File: src/rtl/x87_tag_pkg.sv
package x87_tag_pkg;
  localparam int FLT_W  = 3;
  localparam int FLT_UD = 0;
  localparam int FLT_NM = 1;
  localparam int FLT_MF = 2;
  localparam int TAG_W  = 2;
  localparam logic [TAG_W-1:0] TAG_VALID = 2'b00;
  localparam logic [TAG_W-1:0] TAG_EMPTY = 2'b11;

  typedef enum logic [2:0] {
    OPK_NONE,
    OPK_EMPTY,
    OPK_MMX,
    OPK_PUSH,
    OPK_POP
  } op_kind_e;
endpackage

File: src/rtl/x87_op_select.sv
module x87_op_select
  import x87_tag_pkg::*;
(
  input  logic     ev_valid,
  input  logic     is_empty_op,
  input  logic     is_mmx_op,
  input  logic     is_push,
  input  logic     is_pop,
  output op_kind_e kind
);
  // Priority: empty-state, MMX, push, pop
  always_comb begin
    kind = OPK_NONE;
    if (ev_valid) begin
      if (is_empty_op)    kind = OPK_EMPTY;
      else if (is_mmx_op) kind = OPK_MMX;
      else if (is_push)   kind = OPK_PUSH;
      else if (is_pop)    kind = OPK_POP;
    end
  end
endmodule

File: src/rtl/x87_fault_chk.sv
module x87_fault_chk
  import x87_tag_pkg::*;
(
  input  op_kind_e         kind,
  input  logic             pfx_lock,
  input  logic             pfx_mand,
  input  logic             cr0_em,
  input  logic             cr0_ts,
  input  logic             fpu_pend,
  output logic [FLT_W-1:0] fault,
  output logic             grant
);
  logic active, ud_cause;

  assign active   = (kind != OPK_NONE);
  assign ud_cause = cr0_em | pfx_lock | ((kind == OPK_EMPTY) & pfx_mand);

  always_comb begin
    fault = '0;
    if (active) begin
      if (ud_cause)      fault[FLT_UD] = 1'b1;
      else if (cr0_ts)   fault[FLT_NM] = 1'b1;
      else if (fpu_pend) fault[FLT_MF] = 1'b1;
    end
  end

  assign grant = active & ~(|fault);

  always_comb begin
    if (active) assert_fault_pick_R8: assert ($onehot(fault) || grant);
  end
endmodule

File: src/rtl/x87_tag_file.sv
module x87_tag_file
  import x87_tag_pkg::*;
#(
  parameter int NREG = 8,
  localparam int PTR_W = $clog2(NREG),
  localparam int WORD_W = NREG * TAG_W
) (
  input  logic              clk,
  input  logic              rst_n,
  input  logic              do_empty,
  input  logic              do_valid,
  input  logic              do_push,
  input  logic              do_pop,
  output logic [WORD_W-1:0] tag_word,
  output logic [PTR_W-1:0]  top,
  output logic              push_blocked
);
  logic [PTR_W-1:0] top_q, push_idx;

  assign push_idx = top_q - PTR_W'(1);

  for (genvar i = 0; i < NREG; i++) begin : g_cell
    logic [TAG_W-1:0] cell_q;
    always_ff @(posedge clk or negedge rst_n) begin
      if (!rst_n)                                 cell_q <= TAG_EMPTY;
      else if (do_empty)                          cell_q <= TAG_EMPTY;
      else if (do_valid)                          cell_q <= TAG_VALID;
      else if (do_push && push_idx == PTR_W'(i))  cell_q <= TAG_VALID;
      else if (do_pop && top_q == PTR_W'(i))      cell_q <= TAG_EMPTY;
    end
    assign tag_word[TAG_W*i +: TAG_W] = cell_q;
  end

  always_ff @(posedge clk or negedge rst_n) begin
    if (!rst_n)       top_q <= '0;
    else if (do_push) top_q <= push_idx;
    else if (do_pop)  top_q <= top_q + PTR_W'(1);
  end

  assign top          = top_q;
  assign push_blocked = (tag_word[TAG_W*push_idx +: TAG_W] != TAG_EMPTY);

  assert_empty_all_R2: assert property (@(posedge clk) disable iff (!rst_n)
    do_empty |=> (tag_word == '1));
  assert_valid_all_R3: assert property (@(posedge clk) disable iff (!rst_n)
    do_valid |=> (tag_word == '0));
  assert_pop_step_R10: assert property (@(posedge clk) disable iff (!rst_n)
    do_pop |=> (top == $past(top) + PTR_W'(1)));
  assert_push_step_R9: assert property (@(posedge clk) disable iff (!rst_n)
    do_push |=> (top == $past(top) - PTR_W'(1)));
endmodule

File: src/rtl/x87_tag_ctrl.sv
module x87_tag_ctrl
  import x87_tag_pkg::*;
#(
  parameter int NREG = 8,
  localparam int PTR_W = $clog2(NREG),
  localparam int WORD_W = NREG * TAG_W
) (
  input  logic              clk,
  input  logic              rst_n,
  input  logic              ev_valid,
  output logic              ev_ready,
  input  logic              is_empty_op,
  input  logic              is_mmx_op,
  input  logic              is_push,
  input  logic              is_pop,
  input  logic              pfx_lock,
  input  logic              pfx_mand,
  input  logic              cr0_em,
  input  logic              cr0_ts,
  input  logic              fpu_pend,
  output logic [WORD_W-1:0] tag_word,
  output logic [PTR_W-1:0]  stk_top,
  output logic [FLT_W-1:0]  fault,
  output logic              stk_ovf,
  output logic              commit
);
  op_kind_e         kind;
  logic [FLT_W-1:0] fault_d, fault_q;
  logic             grant, push_blocked;
  logic             do_empty, do_valid, do_push, do_pop, ovf_d, commit_d;
  logic             ovf_q, commit_q;

  assign ev_ready = 1'b1;

  x87_op_select u_sel (
    .ev_valid    (ev_valid),
    .is_empty_op (is_empty_op),
    .is_mmx_op   (is_mmx_op),
    .is_push     (is_push),
    .is_pop      (is_pop),
    .kind        (kind)
  );

  x87_fault_chk u_flt (
    .kind     (kind),
    .pfx_lock (pfx_lock),
    .pfx_mand (pfx_mand),
    .cr0_em   (cr0_em),
    .cr0_ts   (cr0_ts),
    .fpu_pend (fpu_pend),
    .fault    (fault_d),
    .grant    (grant)
  );

  assign do_empty = grant & (kind == OPK_EMPTY);
  assign do_valid = grant & (kind == OPK_MMX);
  assign ovf_d    = grant & (kind == OPK_PUSH) & push_blocked;
  assign do_push  = grant & (kind == OPK_PUSH) & ~push_blocked;
  assign do_pop   = grant & (kind == OPK_POP);
  assign commit_d = grant & ~ovf_d;

  x87_tag_file #(.NREG(NREG)) u_tags (
    .clk          (clk),
    .rst_n        (rst_n),
    .do_empty     (do_empty),
    .do_valid     (do_valid),
    .do_push      (do_push),
    .do_pop       (do_pop),
    .tag_word     (tag_word),
    .top          (stk_top),
    .push_blocked (push_blocked)
  );

  always_ff @(posedge clk or negedge rst_n) begin
    if (!rst_n) begin
      fault_q  <= '0;
      ovf_q    <= 1'b0;
      commit_q <= 1'b0;
    end else begin
      fault_q  <= fault_d;
      ovf_q    <= ovf_d;
      commit_q <= commit_d;
    end
  end

  assign fault   = fault_q;
  assign stk_ovf = ovf_q;
  assign commit  = commit_q;

  assert_fault_onehot_R8: assert property (@(posedge clk) disable iff (!rst_n)
    $onehot0(fault));
  assert_fault_freeze_R8: assert property (@(posedge clk) disable iff (!rst_n)
    (|fault) |-> (tag_word == $past(tag_word) && stk_top == $past(stk_top) && !commit));
  assert_em_ud_R4: assert property (@(posedge clk) disable iff (!rst_n)
    (ev_valid && cr0_em && (is_empty_op || is_mmx_op || is_push || is_pop)) |=> (fault == 3'b001));
  assert_no_overflow_commit_R11: assert property (@(posedge clk) disable iff (!rst_n)
    stk_ovf |-> (!commit && tag_word == $past(tag_word) && stk_top == $past(stk_top)));
  assert_idle_quiet_R12: assert property (@(posedge clk) disable iff (!rst_n)
    !ev_valid |=> (!commit && !stk_ovf && fault == '0));
endmodule

File: config.mk
export PLATFORM = sky130hd
export DESIGN_NAME = x87_tag_ctrl
export DESIGN_NICKNAME = d
export VERILOG_FILES = /design/src/rtl/x87_tag_pkg.sv /design/src/rtl/x87_op_select.sv /design/src/rtl/x87_fault_chk.sv /design/src/rtl/x87_tag_file.sv /design/src/rtl/x87_tag_ctrl.sv
export SDC_FILE = /design/constraint.sdc
export NUM_CORES = 1
export LEC_CHECK = 0
export ABC_AREA = 1
export BUFFER_PORTS_ARGS = -buffer_cell sky130_fd_sc_hd__buf_2
export CAP_MARGIN = 20
export CORE_MARGIN = 4
export CORE_UTILIZATION = 47
export CTS_BUF_LIST = sky130_fd_sc_hd__clkbuf_8
export DETAILED_ROUTE_END_ITERATION = 10
export GPL_ROUTABILITY_DRIVEN = 0
export GPL_TIMING_DRIVEN = 1
export PLACE_DENSITY = 0.73
export RECOVER_POWER = 100
export SYNTH_ARGS = -nofsm -noshare
export SYNTH_HDL_FRONTEND = slang
export SYNTH_SLANG_ARGS = --single-unit
File: constraint.sdc
create_clock -name clk -period 2.6 [get_ports clk]
set_input_delay 0.78 -clock clk [delete_from_list [all_inputs] [get_ports clk]]
set_output_delay 0.78 -clock clk [all_outputs]
set_load 0.05 [all_outputs]
==> flow_summary.ini, run 1 <==
[outcome]
status = complete, no violations

[sta]
finClkSkew_ns = 0.00339
fin_crit_ns = 2.19
tns_ns = 0
final_max_slew_viol_count = 0
fin_crit_sh_pct = 84.3
fin_ws_ns = 0.407
rsz0062_at_grt = no
setup_viol = 0
slew_headroom_pct = 41.3
hold_viol = 0
max_clock_freq_ghz = 0.456
fin_hold_ws_ns = 0.503
worst_pin_slew_ns = 0.880

[critical_path]
cp_num_buf_inv = 1
critical_path.top_delay_family = flip-flops
startpoint = u_tags.top[2]
endpoint = stk_top[2]
critPathMaxStageDelay_ns = 0.64
cp.required_ns = 1.82
cp.depth = 1
crit_type = flip-flop to primary output
end_kind = primary output
worst-r2r-setup-slack_ns = 0.42
critical_path.cell_chain = clkbuf_1
crit_slowest_cell = dfrtp_1
critical_path_peak_fanout = 11
worst_setup_path_start_kind = flip-flop
crit_arrival_ns = 1.41
r2r_start = u_tags.top[0]
r2r_cells = 9
r2r_end = u_tags.top[0]

[clock_network]
cts_sinks = 16
insertion_delay_ns = 0.25
post_cts_resized = 0
post_cts_buffers = 0
clk_path_buf_depth = 2
cts_buffers = 3
htreeDepth = 1
root_buffer = clkbuf_8
hold_buffers = 0
cts_tree = yes
path_clk_slew_ns = 0.07

[yosys]
synth_top_family_by_area = simple AND/OR/NAND/NOR gates
synth_top_area_cell = dfstp_2
synth_compound_area_share_pct = 3.32
synth-simple-area-share_pct = 38.4
synth.area.top_cells = dfstp_2, dfrtp_1, nand2_1
ys_seq_elements = 16
syn-cell-area_um2 = 1360
synth_commonest_cells = nand2_1, inv_1, nand4_1
synthXorXnorAreaFrac_pct = 3.23
yosysMostFrequentCell = nand2_1
yosysSeqAreaShare_pct = 30.3
synthAdderAreaFrac_pct = 7.38
yosys_warnings = 0
yosys.area.top_type_share_pct = 15.5
ys_types = 25
syn_nets = 207
synth_edf_count = 0
avgSynthCellArea_um2 = 7.25
synthArstFlopShare_pct = 100
synthMuxAreaShare_pct = 0
synthFlopType = dfstp_2
syn_inst = 187

[route]
avgViaCountPerCell = 5.28
dr.first_iter.drc_count = 34
wirelength_um = 2940
drc = 0
vias = 1299
route.antenna.remaining_nets = 0
drt_first_pass_iters = 5
wl_per_cell_um = 12.0

[final_layout]
seq_area_um2 = 410
syn_to_final_growth_pct = 10.2
nFillCells = 294
fin_util_pct = 54.2
layout.nets = 236
multi_input_area_um2 = 706
drive_gt1_share_pct = 14.4
n_antenna_cell = 0
stdcell_area_um2 = 1500

[grt]
grt_pass1_vias = 1197
grt_pass1_wl_um = 4930
grt_antenna_before_repair = 0
grt_max_degree = 17
overflow = 0
grt_usage_pct = 17.3

[placed_design]
placed_area_um2 = 1480
io_buffers = 35
dpl.hpwl_um = 2300
pre_cts_slack_ns = 0.315

[floorplan]
core_area_um2 = 2760
rows = 19
io_pins = 37
die_h_um = 61.7
dieArea_um2 = 3810
start_util_pct = 49.2
die_w_um = 61.7

[pwr]
worst_ir_drop_vdd_mv = 0.457
p_leak_nw = 0.774
power_density_nw_per_um2 = 633

[hold_path]
holdCritPathClass = flip-flop to flip-flop

[run]
drv_cap = 0
[metrics by stage]
stage	instances	power, mW
5_1_grt	246	1.00
4_1_cts	246	0.969
3_3_place_gp	242	0.740
6_report	246	0.946
3_5_place_dp	242	0.742
2_1_floorplan	187	0.693
[cells by family (layout without fill, tap and decap cells)]
kind of cell / Yosys count / after routing
AO/OA/AOI/OAI: 9 / 9
AND/OR/NAND/NOR: 104 / 104
XOR/XNOR: 2 / 2
buffers and inverters: 47 / 75
flip-flops: 16 / 16
other: 1 / 1
adder cells (fa/ha/maj): 8 / 8
[cells in the final DEF, fill, tap and decap left out]
cell type  count
a21oi_1        7
buf_2          9
buf_4          2
clkbuf_1      26
clkbuf_8       4
clkinv_1       4
conb_1         1
dfrtp_1        8
dfstp_2        8
ha_1           8
inv_1         30
nand2_1       38
nand2_2        1
nand3_1       20
nand3_2        1
nand3_4        1
nand4_1       20
nor2_1        16
nor2_2         1
nor2_4         2
nor3_1         2
nor4_1         1
o21ai_0        1
o21ai_1        1
or2_0          1
xnor2_4        1
xor2_2         1
[worst min-delay path by stage]
stage | start | end | slack [ns] | cells after the start
3_3_place_gp | u_tags.g_cell[0].cell_q[0] | u_tags.g_cell[0].cell_q[0] | 0.49 | 2
2_1_floorplan | rst_n | commit | 0.48 | 0
4_1_cts | rst_n | u_tags.top[2] | 0.44 | 1
3_5_place_dp | u_tags.g_cell[1].cell_q[0] | u_tags.g_cell[1].cell_q[0] | 0.49 | 2
5_1_grt | u_tags.g_cell[1].cell_q[0] | u_tags.g_cell[1].cell_q[0] | 0.53 | 2
6_report | u_tags.g_cell[1].cell_q[0] | u_tags.g_cell[1].cell_q[0] | 0.50 | 2
[flip-flops by register name, summed over array words and instances, names as in the netlist]
register and count:
stk_ovf 1, fault 3, commit 1, u_tags.g_cell.cell_q 8, u_tags.top 3
[power breakdown]
| group | internal, mW | switching, mW | total (mW) |
|---|---|---|---|
| logic | 0.0661 | 0.325 | 0.391 |
| registers | 0.301 | 0.0298 | 0.331 |
| clock network | 0.134 | 0.0898 | 0.224 |
| total | 0.502 | 0.444 | 0.946 |
[per-layer routing]
layer	vias to the layer above	track usage, %	wire length, um
met4	0	10.3	61
li1	656	-	-
met2	60	27.8	1360
met1	576	20.9	1290
met5	-	0	0
met3	7	4.34	230
[final cells by class]
class / count / share of cell area, %
multi-input cells: 124 / 47.2
well taps: 31 / 2.59
repair buffers: 37 / 10.5
flip-flops and latches: 16 / 27.4
inverters: 34 / 8.54
clock buffers: 4 / 3.68
Note: power is estimated with default switching activity, not from simulation.
==> run 2: changes to the inputs <==
--- a/config.mk
+++ b/config.mk
@@ -14,7 +14,7 @@
 export DETAILED_ROUTE_END_ITERATION = 10
 export GPL_ROUTABILITY_DRIVEN = 0
 export GPL_TIMING_DRIVEN = 1
-export PLACE_DENSITY = 0.73
+export PLACE_DENSITY = 0.76
 export RECOVER_POWER = 100
 export SYNTH_ARGS = -nofsm -noshare
 export SYNTH_HDL_FRONTEND = slang
==> constraint.sdc (replaced) <==
create_clock -name clk -period 2 [get_ports clk]
set_input_delay 0.6 -clock clk [delete_from_list [all_inputs] [get_ports clk]]
set_output_delay 0.6 -clock clk [all_outputs]
set_load 0.05 [all_outputs]
==> run 2 against run 1 <==
Global-route usage grew 1.8 points. Via count increased by 0.69%. Sequential power up 32%. Highest routed layer unchanged. Core utilization grew 3.3 points. Final cell count grew 4.1%. Routed wire length is 8.0% higher. Cell area up 6.1%. Clock skew decreased by 0.00094 ns. Critical path depth increased by 9. Combinational power grew 41%. Register-to-register slack got worse by 0.28 ns. Count of clock-buffer cells in the layout is the same.
==> flow_summary.ini, run 2 (synthesized netlist as in run 1, its figures left out) <==
[final_layout]
finalNonFillerCells = 256
mostFrequentLayoutCell = nand2_1
stdcell_area_um2 = 1590
largest_reg_flops = 8
nFillCells = 283
layout.nets = 246
n_antenna_cell = 0
final_cell_mix = nand2_1, inv_1, nand4_1, nand3_1, clkbuf_2
drive_gt1_share_pct = 27.6
syn_to_final_growth_pct = 17.0
largest-register = u_tags.g_cell.cell_q

[pwr]
power_density_nw_per_um2 = 805
worst_ir_drop_vdd_mv = 0.523
p_leak_nw = 0.877
total_power_mw = 1.28

[critical_path]
critical_path.cell_chain = inv_1, ha_1, inv_1, nand3_1, nand3_1, nand2_1, buf_2, nand4_1, nand4_1, nand2_1
end_kind = flip-flop
crit_slowest_cell = dfrtp_4
crit_type = flip-flop to flip-flop
critical_path_peak_fanout = 8
cp_num_buf_inv = 3
cp.required_ns = 2.20
crit_arrival_ns = 2.05
worst_setup_path_start_kind = flip-flop
critical_path.top_delay_family = simple AND/OR/NAND/NOR gates
critPathMaxStageDelay_ns = 0.47

[floorplan]
core_area_um2 = 2760
rows = 19
die_w_um = 61.7
dieArea_um2 = 3810
die_h_um = 61.7
start_util_pct = 49.2
io_pins = 37

[sta]
fin_crit_ns = 1.86
final_max_slew_viol_count = 0
slew_headroom_pct = 41.0
worst_pin_slew_ns = 0.885
hold_viol = 0
setup_viol = 0
rsz0062_at_grt = no
fin_crit_sh_pct = 92.9
max_clock_freq_ghz = 0.538
finClkSkew_ns = 0.00244
tns_ns = 0

[clock_network]
cts_sinks = 16
htreeDepth = 1
clk_path_buf_depth = 2
root_buffer = clkbuf_8
cts_tree = yes
insertion_delay_ns = 0.25
hold_buffers = 0
cts_buffers = 3
path_clk_slew_ns = 0.07

[grt]
grt_usage_pct = 19.2
grt_antenna_before_repair = 0
grt_pass1_vias = 1226
grt_max_degree = 17
grt_pass1_wl_um = 5380
overflow = 0

[outcome]
status = complete, no violations

[route]
avgViaCountPerCell = 5.11
drt_first_pass_iters = 4
route.antenna.remaining_nets = 0
dr.first_iter.drc_count = 45
drc = 0
wl_per_cell_um = 12.4
vias = 1308
wirelength_um = 3180

[run]
drv_cap = 0

[placed_design]
io_buffers = 35
dp.cells = 252
placed_area_um2 = 1560
dpl.hpwl_um = 2560

[hold_path]
holdCritPathClass = input pin to async pin
## run 2: cell count changes in the layout (fill, tap and decap cells not counted), sizes merged
cell  previous run  this run
buf             11        21
## run 2: layout make-up
type / instances / area, um^2 / share of cell area, %
multi-input combinational: 124 / 697 / 43.9
tap: 31 / 38.8 / 2.44
clock buffer: 4 / 55.1 / 3.47
timing repair buffer: 47 / 253 / 15.9
sequential: 16 / 415 / 26.2
inverter: 34 / 128 / 8.04
## run 2: worst paths after layout
path,cells past startpoint,endpoint,start,slack [ns]
min in group clk,2,u_tags.g_cell[3].cell_q[0],u_tags.g_cell[3].cell_q[0],0.51
worst max-delay path,10,u_tags.g_cell[1].cell_q[0],u_tags.top[0],0.14
worst max register to register,10,u_tags.g_cell[1].cell_q[0],u_tags.top[0],0.14
max in group asynchronous,1,u_tags.top[0],rst_n,0.91
worst min register to register,2,u_tags.g_cell[3].cell_q[0],u_tags.g_cell[3].cell_q[0],0.51
worst min-delay path,1,stk_ovf,rst_n,0.45
## run 2: what timing repair did
action,in CTS,in global routing
setup buffers,0,0
resized for setup,0,1
hold endpoints to repair,0,0
setup endpoints to repair,0,1
## run 2: metal layers
metal	wire length (um)	up-vias	share of wire, %	track usage (%)
li1	-	668	-	-
met2	1570	45	49	32.4
met3	197	4	6.2	3.93
met5	0	-	0	0
met1	1380	591	43	24.6
met4	31	0	0.98	6.06
## run 2: through the flow
step	setup WS [ns]	hold WS [ns]	utilization (%)
floorplan	0.0286	0.304	-
detailed placement	-0.0491	0.501	56.6
global route	0.00883	0.527	57.5
finish	0.141	0.452	57.5
global placement	0.0484	0.490	56.6
CTS	0.133	0.275	58.6
## run 2: worst reg2reg max path, cell delays in order, from the launching register on
cell and delay (ns):
dfrtp_4 0.47, inv_1 0.16, ha_1 0.28, inv_1 0.15, nand3_1 0.10, nand3_1 0.08, nand2_1 0.10, buf_2 0.19
nand4_1 0.11, nand4_1 0.09, nand2_1 0.07
## run 2: where the power goes
part	switching, mW	total, mW	internal, mW
Sequential	0.0457	0.438	0.393
Clock	0.114	0.289	0.175
Combinational	0.427	0.550	0.122
Total	0.587	1.28	0.689
